==> src/rtl/pcmtx_pkg.sv <==
package pcmtx_pkg;

    localparam int SLOT_BITS  = 32;
    localparam int FRAME_BITS = 2 * SLOT_BITS;
    localparam int SAMPLE_W   = 24;
    localparam int POS_W      = $clog2(FRAME_BITS);
    localparam int IDX_W      = $clog2(SLOT_BITS);

    typedef enum logic {
        PREC_20 = 1'b0,
        PREC_24 = 1'b1
    } prec_e;

    typedef struct packed {
        prec_e prec;
        logic  lr_inv;
    } fmt_t;

    typedef struct packed {
        logic [SAMPLE_W-1:0] left;
        logic [SAMPLE_W-1:0] right;
    } pair_t;

    function automatic int prec_bits(input prec_e p);
        return (p == PREC_24) ? 24 : 20;
    endfunction

    // Bit sent at slot index idx (0 = first bit of the slot)
    function automatic logic slot_bit(input logic [SAMPLE_W-1:0] s,
                                      input prec_e p,
                                      input logic [IDX_W-1:0] idx);
        int b;
        int w;
        b = SLOT_BITS - 1 - int'(idx);
        w = prec_bits(p);
        if (b >= w) return s[w-1];
        return s[b];
    endfunction

endpackage

==> src/rtl/pcmtx_bitclk.sv <==
module pcmtx_bitclk #(
    parameter int DIV_W = 8
) (
    input  logic             clk,
    input  logic             rst,
    input  logic [DIV_W-1:0] ratio_i,
    output logic             bclk_o,
    output logic             fall_stb_o
);
    localparam logic [DIV_W-1:0] MIN_RATIO = DIV_W'(2);

    logic [DIV_W-1:0] cnt_q;
    logic [DIV_W-1:0] ratio_q;
    logic [DIV_W-1:0] ratio_eff;
    logic [DIV_W-1:0] half;
    logic             bclk_q;

    assign ratio_eff  = (ratio_i < MIN_RATIO) ? MIN_RATIO : ratio_i;
    assign half       = ratio_q >> 1;
    assign fall_stb_o = (cnt_q == ratio_q - DIV_W'(1));
    assign bclk_o     = bclk_q;

    always_ff @(posedge clk) begin
        if (rst) begin
            cnt_q   <= '0;
            bclk_q  <= 1'b1;
            ratio_q <= ratio_eff;
        end else if (fall_stb_o) begin
            cnt_q   <= '0;
            bclk_q  <= 1'b0;
            ratio_q <= ratio_eff;
        end else begin
            cnt_q <= cnt_q + DIV_W'(1);
            if (cnt_q == half - DIV_W'(1)) bclk_q <= 1'b1;
        end
    end
endmodule

==> src/rtl/pcmtx_framer.sv <==
module pcmtx_framer
    import pcmtx_pkg::*;
(
    input  logic             clk,
    input  logic             rst,
    input  logic             fall_stb_i,
    input  fmt_t             fmt_i,
    output logic [POS_W-1:0] pos_nxt_o,
    output logic             frame_start_o,
    output fmt_t             fmt_cur_o,
    output logic             lrclk_o,
    output logic             req_o
);
    logic             run_q;
    logic [POS_W-1:0] pos_q;
    fmt_t             fmt_q;
    logic             lr_q;
    logic             req_q;
    logic             slot_right;

    always_comb begin
        if (!run_q)
            pos_nxt_o = '0;
        else if (pos_q == POS_W'(FRAME_BITS - 1))
            pos_nxt_o = '0;
        else
            pos_nxt_o = pos_q + POS_W'(1);
    end

    assign frame_start_o = fall_stb_i && (pos_nxt_o == '0);
    assign fmt_cur_o     = frame_start_o ? fmt_i : fmt_q;
    assign slot_right    = pos_nxt_o[POS_W-1];
    assign lrclk_o       = lr_q;
    assign req_o         = req_q;

    always_ff @(posedge clk) begin
        if (rst) begin
            run_q <= 1'b0;
            pos_q <= '0;
            fmt_q <= fmt_i;
            lr_q  <= fmt_i.lr_inv;
            req_q <= 1'b0;
        end else begin
            req_q <= frame_start_o;
            if (fall_stb_i) begin
                run_q <= 1'b1;
                pos_q <= pos_nxt_o;
                lr_q  <= slot_right ^ fmt_cur_o.lr_inv;
                if (frame_start_o) fmt_q <= fmt_i;
            end
        end
    end
endmodule

==> src/rtl/pcmtx_serializer.sv <==
module pcmtx_serializer
    import pcmtx_pkg::*;
(
    input  logic             clk,
    input  logic             rst,
    input  logic             fall_stb_i,
    input  logic             frame_start_i,
    input  logic [POS_W-1:0] pos_i,
    input  fmt_t             fmt_i,
    input  logic             valid_i,
    input  pair_t            pair_i,
    output logic             sdata_o
);
    pair_t               pend_q;
    pair_t               hold_q;
    pair_t               hold_cur;
    logic [SAMPLE_W-1:0] sample;
    logic                sdata_q;

    assign hold_cur = frame_start_i ? pend_q : hold_q;
    assign sample   = pos_i[POS_W-1] ? hold_cur.right : hold_cur.left;
    assign sdata_o  = sdata_q;

    always_ff @(posedge clk) begin
        if (rst) begin
            pend_q  <= '0;
            hold_q  <= '0;
            sdata_q <= 1'b0;
        end else begin
            if (valid_i) pend_q <= pair_i;
            if (frame_start_i) hold_q <= pend_q;
            if (fall_stb_i)
                sdata_q <= slot_bit(sample, fmt_i.prec, pos_i[IDX_W-1:0]);
        end
    end
endmodule

==> src/rtl/pcmtx_top.sv <==
module pcmtx_top
    import pcmtx_pkg::*;
#(
    parameter int DIV_W = 8
) (
    input  logic                clk,
    input  logic                rst,
    input  logic [DIV_W-1:0]    div_ratio_i,
    input  logic                prec_i,
    input  logic                lr_inv_i,
    input  logic                pair_valid_i,
    input  logic [SAMPLE_W-1:0] left_i,
    input  logic [SAMPLE_W-1:0] right_i,
    output logic                pair_req_o,
    output logic                dac_sclk_o,
    output logic                dac_bclk_o,
    output logic                dac_lrclk_o,
    output logic                dac_sdata_o
);
    logic             fall_stb;
    logic             frame_start;
    logic [POS_W-1:0] pos_nxt;
    fmt_t             fmt_in;
    fmt_t             fmt_cur;
    pair_t            pair_in;
    logic             sclk_q;

    assign fmt_in.prec   = prec_e'(prec_i);
    assign fmt_in.lr_inv = lr_inv_i;
    assign pair_in.left  = left_i;
    assign pair_in.right = right_i;

    pcmtx_bitclk #(.DIV_W(DIV_W)) u_bitclk (
        .clk        (clk),
        .rst        (rst),
        .ratio_i    (div_ratio_i),
        .bclk_o     (dac_bclk_o),
        .fall_stb_o (fall_stb)
    );

    pcmtx_framer u_framer (
        .clk           (clk),
        .rst           (rst),
        .fall_stb_i    (fall_stb),
        .fmt_i         (fmt_in),
        .pos_nxt_o     (pos_nxt),
        .frame_start_o (frame_start),
        .fmt_cur_o     (fmt_cur),
        .lrclk_o       (dac_lrclk_o),
        .req_o         (pair_req_o)
    );

    pcmtx_serializer u_ser (
        .clk           (clk),
        .rst           (rst),
        .fall_stb_i    (fall_stb),
        .frame_start_i (frame_start),
        .pos_i         (pos_nxt),
        .fmt_i         (fmt_cur),
        .valid_i       (pair_valid_i),
        .pair_i        (pair_in),
        .sdata_o       (dac_sdata_o)
    );

    always_ff @(posedge clk) begin
        if (rst) sclk_q <= 1'b0;
        else     sclk_q <= ~sclk_q;
    end
    assign dac_sclk_o = sclk_q;

endmodule

==> config.mk <==
export PLATFORM = sky130hd
export DESIGN_NAME = pcmtx_top
export DESIGN_NICKNAME = d
export VERILOG_FILES = /design/src/rtl/pcmtx_pkg.sv /design/src/rtl/pcmtx_bitclk.sv /design/src/rtl/pcmtx_framer.sv /design/src/rtl/pcmtx_serializer.sv /design/src/rtl/pcmtx_top.sv
export SDC_FILE = /design/constraint.sdc
export NUM_CORES = 1
export LEC_CHECK = 0
export ABC_CLOCK_PERIOD_IN_PS = 4300
export BUFFER_PORTS_ARGS = -buffer_cell sky130_fd_sc_hd__clkbuf_2
export CORE_ASPECT_RATIO = 1.2
export CORE_MARGIN = 2
export CORE_UTILIZATION = 40
export DETAILED_ROUTE_END_ITERATION = 8
export PLACE_DENSITY_LB_ADDON = 0.08
export REMOVE_ABC_BUFFERS = 1
export SLEW_MARGIN = 20
export SYNTH_ARGS = -nofsm -noshare
export SYNTH_HDL_FRONTEND = slang
export SYNTH_SLANG_ARGS = --single-unit
==> constraint.sdc <==
create_clock -name clk -period 4.3 [get_ports clk]
set_clock_uncertainty 0.15 [all_clocks]
set_input_delay 0.43 -clock clk [delete_from_list [all_inputs] [get_ports clk]]
set_output_delay 0.43 -clock clk [all_outputs]
set_load 0.005 [all_outputs]
Word level (Yosys, flattened, before mapping)

Cells that the tools add are included.

Add/sub/neg operators: 6
Magnitude comparators: 4
Equality and inequality tests: 3
Multiplexer cells: 26
Bitwise operators: 2
Reduce and logical (&&, ||, !) cells: 5

Operator list:

| operator                                                                       | number |
|---|---|
| 32-bit by 7-bit less-than comparator with 1-bit output (second input constant) | 2 |
| 48-bit two-way mux                                                             | 1 |
| 32-bit >= comparator                                                           | 1 |
| 32-bit by 2-bit subtractor with 32-bit output (second input constant)          | 1 |
| 24-bit two-way mux                                                             | 1 |
| 8-bit two-way mux                                                              | 3 |
| 8-bit equality test                                                            | 2 |
| 1-bit two-way mux                                                              | 13 |
| 6-bit two-way mux                                                              | 2 |
| 1-bit binary-select mux with 5-bit select                                      | 2 |
| 8-bit by 1-bit adder with 8-bit output (second input constant)                 | 1 |
| 8-bit by 2-bit less-than comparator with 1-bit output (second input constant)  | 1 |
| 7-bit by 1-bit subtractor with 8-bit output (second input constant)            | 1 |
| 8-bit by 1-bit subtractor with 8-bit output (second input constant)            | 1 |
| 6-bit by 1-bit adder with 6-bit output (second input constant)                 | 1 |
| 6-bit equality test (second input constant)                                    | 1 |
| 6-bit zero test                                                                | 1 |
| 2-bit two-way mux                                                              | 3 |
| 5-bit by 5-bit subtractor with 6-bit output (first input constant)             | 1 |
| 4-bit two-way mux                                                              | 1 |
| 2-bit nonzero test                                                             | 2 |
| 2-bit OR reduction                                                             | 1 |
| 1-bit logical AND                                                              | 1 |
| 1-bit NOT                                                                      | 1 |
| 1-bit XOR                                                                      | 1 |

Register bits after elaboration: 126
Input port bits: 61

Longest topological paths before layout

Word-level depth: 13
Gate-level depth with buffers: 16

By module

A second synthesis with hierarchy kept.

Cells, all modules: 588
Area total of the unflattened synthesis: 5989.5 um^2

By module, submodules not included:

| module           | times used | cells an instance | area each (um^2) | seq. area each (um^2) |
|---|---|---|---|---|
| pcmtx_serializer | 1          | 391               | 4157.7           | 1941.9 |
| pcmtx_bitclk     | 1          | 118               | 1117.3           | 420.4 |
| pcmtx_framer     | 1          | 77                | 690.7            | 250.2 |
| pcmtx_top        | 1          | 2                 | 23.8             | 20.0 |

Least setup slack after synthesis

No wires, ideal clock.

Path type: register -> register
From: register u_bitclk.ratio_q[2]
To: register u_ser.sdata_q, in the netlist u_ser.sdata_o
Setup time: 79 ps
Data arrival time: 3020 ps
Required time: 4071 ps
Slack: 1050 ps
Stages on the path, launching flop included: 16
Path buffers: 0
Cell sequence: edfxtp_1 inv_1 ha_1 or4b_4 o31ai_4 o2111a_2 nand2_2 mux2i_1 ha_1 nand2b_1 o21ai_0 a21oi_1 nand3_1 a31oi_1 a22oi_1 a22oi_1

Word-level cells in the longest chain between the ends: 11

Ends and longest elaborated chain:

| what                                                  | RTL line               | text |
|---|---|---|
| from (decl)                                           | pcmtx_bitclk.sv:13     | `logic [DIV_W-1:0] ratio_q;` |
| from (signal assigned)                                | pcmtx_bitclk.sv:27     | `ratio_q <= ratio_eff;` |
| from (signal assigned)                                | pcmtx_bitclk.sv:31     | `ratio_q <= ratio_eff;` |
| 8-bit by 1-bit subtractor with 8-bit output (*)       | pcmtx_bitclk.sv:20     | `assign fall_stb_o = (cnt_q == ratio_q - DIV_W'(1));` |
| 8-bit equality test (*)                               | pcmtx_bitclk.sv:20     |  |
| 1-bit logical AND                                     | pcmtx_framer.sv:30     | `assign frame_start_o = fall_stb_i && (pos_nxt_o == '0);` |
| 2-bit two-way mux                                     | pcmtx_framer.sv:31     | `assign fmt_cur_o = frame_start_o ? fmt_i : fmt_q;` |
| 4-bit two-way mux                                     | pcmtx_pkg.sv:25        | `return (p == PREC_24) ? 24 : 20;` |
| 32-bit by 2-bit subtractor with 32-bit output         | pcmtx_pkg.sv:36        | `if (b >= w) return s[w-1];` |
| 1-bit binary-select mux with 5-bit select             | pcmtx_pkg.sv:36        |  |
| 1-bit two-way mux (not written as such) (2 in series) | pcmtx_pkg.sv:36        |  |
| 1-bit two-way mux                                     | pcmtx_pkg.sv:36        |  |
| 1-bit two-way mux                                     | pcmtx_pkg.sv:37        | `return s[b];` |
| to (signal assigned)                                  | pcmtx_serializer.sv:33 | `sdata_q <= slot_bit(sample, fmt_i.prec, pos_i[IDX_W-1:0]);` |
| to (decl)                                             | pcmtx_serializer.sv:18 | `logic sdata_q;` |

Mark *: on every way between the ends. The rest lies on a longest branch, timed or not. The select of a mux whose other input is x is not followed.
A chain may end at the register's enable or synchronous reset.

Worst setup path after layout

From: register u_bitclk.ratio_q[1]
To: register u_ser.sdata_q, in the netlist u_ser.sdata_o

Same word-level chain as after synthesis.

==> qor.csv <==
metric,value,unit
die_w,115,µm
max-slew-margin-rel,37.8,%
post_drt_wl_per_cell,14.7,µm
worst-path-buf-inv,1,
required,4.49,ns
holdWs,0.0647,ns
cp-end-kind,register,
cts_num_sinks,126,
h-tree-depth,4,
hold_class,in -> reg,
vias_per_cell,5.09,
ctsHoldBuffers,0,
grtUsageTotal,17.9,%
yosys_warnings,0,
ys_seq_area_share,44.8,%
post_cts_buffers,0,
netlist_instances,667,
total_leakage_power,2.68,nW
path_cells,"inv_1, ha_1, nor3b_1, a21oi_1, nor4_1, o2111a_2, nand2_2, mux2i_1, ha_1, nand2b_1, o21ai_0, a21oi_1, nand3_1, a31oi_1, a22oi_1, a22oi_1",
cpMaxStageDelayCell,edfxtp_1,
route.detailed.drc,0,
layout-drive-gt1-share,17.4,%
clock_path_buffers,2,
io_buffers,65,
nets,779,
synthFlopType,dfxtp_1,
cts_resized,0,
clock.fmax,0.275,GHz
dr_total_vias,4579,
cts_tree,built,
criticalPathCategory,reg -> reg,
maxSlewViolCount,0,
startpoint,u_bitclk.ratio_q[1],
totalWireLength,13200,µm
min_from,div_ratio_i[3],
clock-root-buffer,clkbuf_16,
diodes,0,
finalSetupViolCount,0,
drt-pass1-iter-count,4,
clk_latency,0.41,ns
setup-tns-final,0,ns
synthTopCellsByArea,"dfxtp_1, mux2i_1, nand2_1, edfxtp_1, a21oi_1",
yosys.area.top_type_share,39.2,%
cp.arrival,3.82,ns
fillers,1404,
floorplan.initialDensity,40.9,%
die_y,137,µm
async_flop_share,0,%
worst_pin_slew,0.933,ns
yosys.cell_count.top_type,nand2_1,
drv_cap,0,
yosys_register_bits,126,
avgSynthCellArea,8.81,µm²
fp-row-count,48,
period_minus_slack,3.64,ns
gp_congestion,0.891,
grt_start_max_net_pins,66,
rsz0062_at_grt,false,
gr-total-overflow,0,
dp_hpwl,9100,µm
ir_drop,0.000211,V
ios,66,
antenna_found_initial,0,
numPlacedInstances,868,
startpoint_type,register,
critical-path-top-delay-family,compound AO/OA/AOI/OAI gates,
grt_pass1_wl,21900,µm
r2r-start,u_bitclk.ratio_q[1],
ant_nets,0,
cp_max_fo,6,
status,"complete, no violations",
netlist_top_cells_count,"nand2_1, dfxtp_1, mux2i_1",
slowest_delay,0.43,ns
synth_area_leader_cell,dfxtp_1,
finalHoldViolations,0,
clk_pin_slew_worst_paths,0.05,ns
numCtsBuffers,17,
die_area,15700,µm²
fp.coreArea,14400,µm²
synth_cell_types,54,
stdcell_count,899,
synth_edf_count,11,
drt-initial-drc-count,214,
syn2layout_area_growth,16.1,%
powerDensity,400,nW/µm²
syn_area,5880,µm²
post-route-period-util,84.5,%
grt_pass1_vias,4480,
[placed cells by master (no fill, tap or decap), types with 7 or more instances in the layout]
cell type / n
dfxtp_1: 115
clkbuf_16: 18
a21oi_1: 65
nor2_1: 75
buf_4: 11
clkbuf_2: 64
inv_1: 9
xor2_1: 10
mux2i_1: 76
mux2_2: 10
nand2_1: 118
xnor2_1: 18
o21ai_0: 10
nand2b_1: 8
nand3_1: 11
a31oi_1: 7
edfxtp_1: 11
[cell type report]
type,instances,area [µm²],area share [%]
multi-input cells,482,2980,43.6
flip-flops and latches,126,2630,38.6
clock buffers,26,510,7.48
repair buffers,76,423,6.20
well taps,175,219,3.21
inverters,9,33.8,0.495
clock inverters,5,28.8,0.422
[metal layers]
layer / track usage (%) / wire length (µm) / vias up / share of wire (%)
met5: 0 / 0 / - / 0
met1: 21.4 / 5820 / 2101 / 44
met3: 5.14 / 482 / 24 / 3.7
met4: 8.74 / 414 / 0 / 3.1
li1: - / - / 2367 / -
met2: 29.5 / 6470 / 87 / 49
[sequential cells by signal, summed over array words and instances (netlist names)]
| register | flops |
|---|---|
| u_framer.req_o | 1 |
| u_ser.hold_q | 48 |
| u_bitclk.cnt_q | 8 |
| u_ser.sdata_o | 1 |
| u_ser.pend_q | 48 |
| u_framer.lrclk_o | 1 |
| u_framer.run_q | 1 |
| u_bitclk.bclk_o | 1 |
| u_framer.fmt_q | 2 |
| u_bitclk.ratio_q | 8 |
| dac_sclk_o | 1 |
| u_framer.pos_q | 6 |
[cell families after synthesis]
| family | Yosys count | synth area share, % |
|---|---|---|
| buffers and inverters | 59 | 4.56 |
| xor gates and xnor gates | 28 | 4.17 |
| and+or+nand+nor | 252 | 18.8 |
| adders and majority gates | 6 | 1.28 |
| DFF | 126 | 44.8 |
| muxes | 86 | 14.9 |
| AOI/OAI and AO/OA | 110 | 11.5 |
[worst paths after layout]
| check | to | cells past startpoint | slack (ns) |
|---|---|---|---|
| worst min register to register | dac_sclk_o | 1 | 0.26 |
| worst max register to register | u_ser.sdata_o | 16 | 0.66 |
| worst min-delay path | u_bitclk.ratio_q[3] | 1 | 0.06 |
| worst max-delay path | u_ser.sdata_o | 16 | 0.66 |
[through the flow]
stage | power, mW | setup WS, ns | utilization [%] | instance area (µm²)
after CTS | 2.76 | 0.679 | 47.5 | 6820
after global routing | 2.84 | 0.267 | 47.5 | 6820
after detailed placement | 1.45 | 0.706 | 43.8 | 6280
after global placement | 1.44 | 0.892 | 43.8 | 6280
after floorplan | 1.36 | 0.434 | - | 5640
final | 2.73 | 0.665 | 47.5 | 6820
[where the power goes]
group | switching, mW | internal [mW]
Sequential | 0.0316 | 1.22
Clock | 0.497 | 0.810
Combinational | 0.0863 | 0.0779
(Power assumes the default switching activity.)
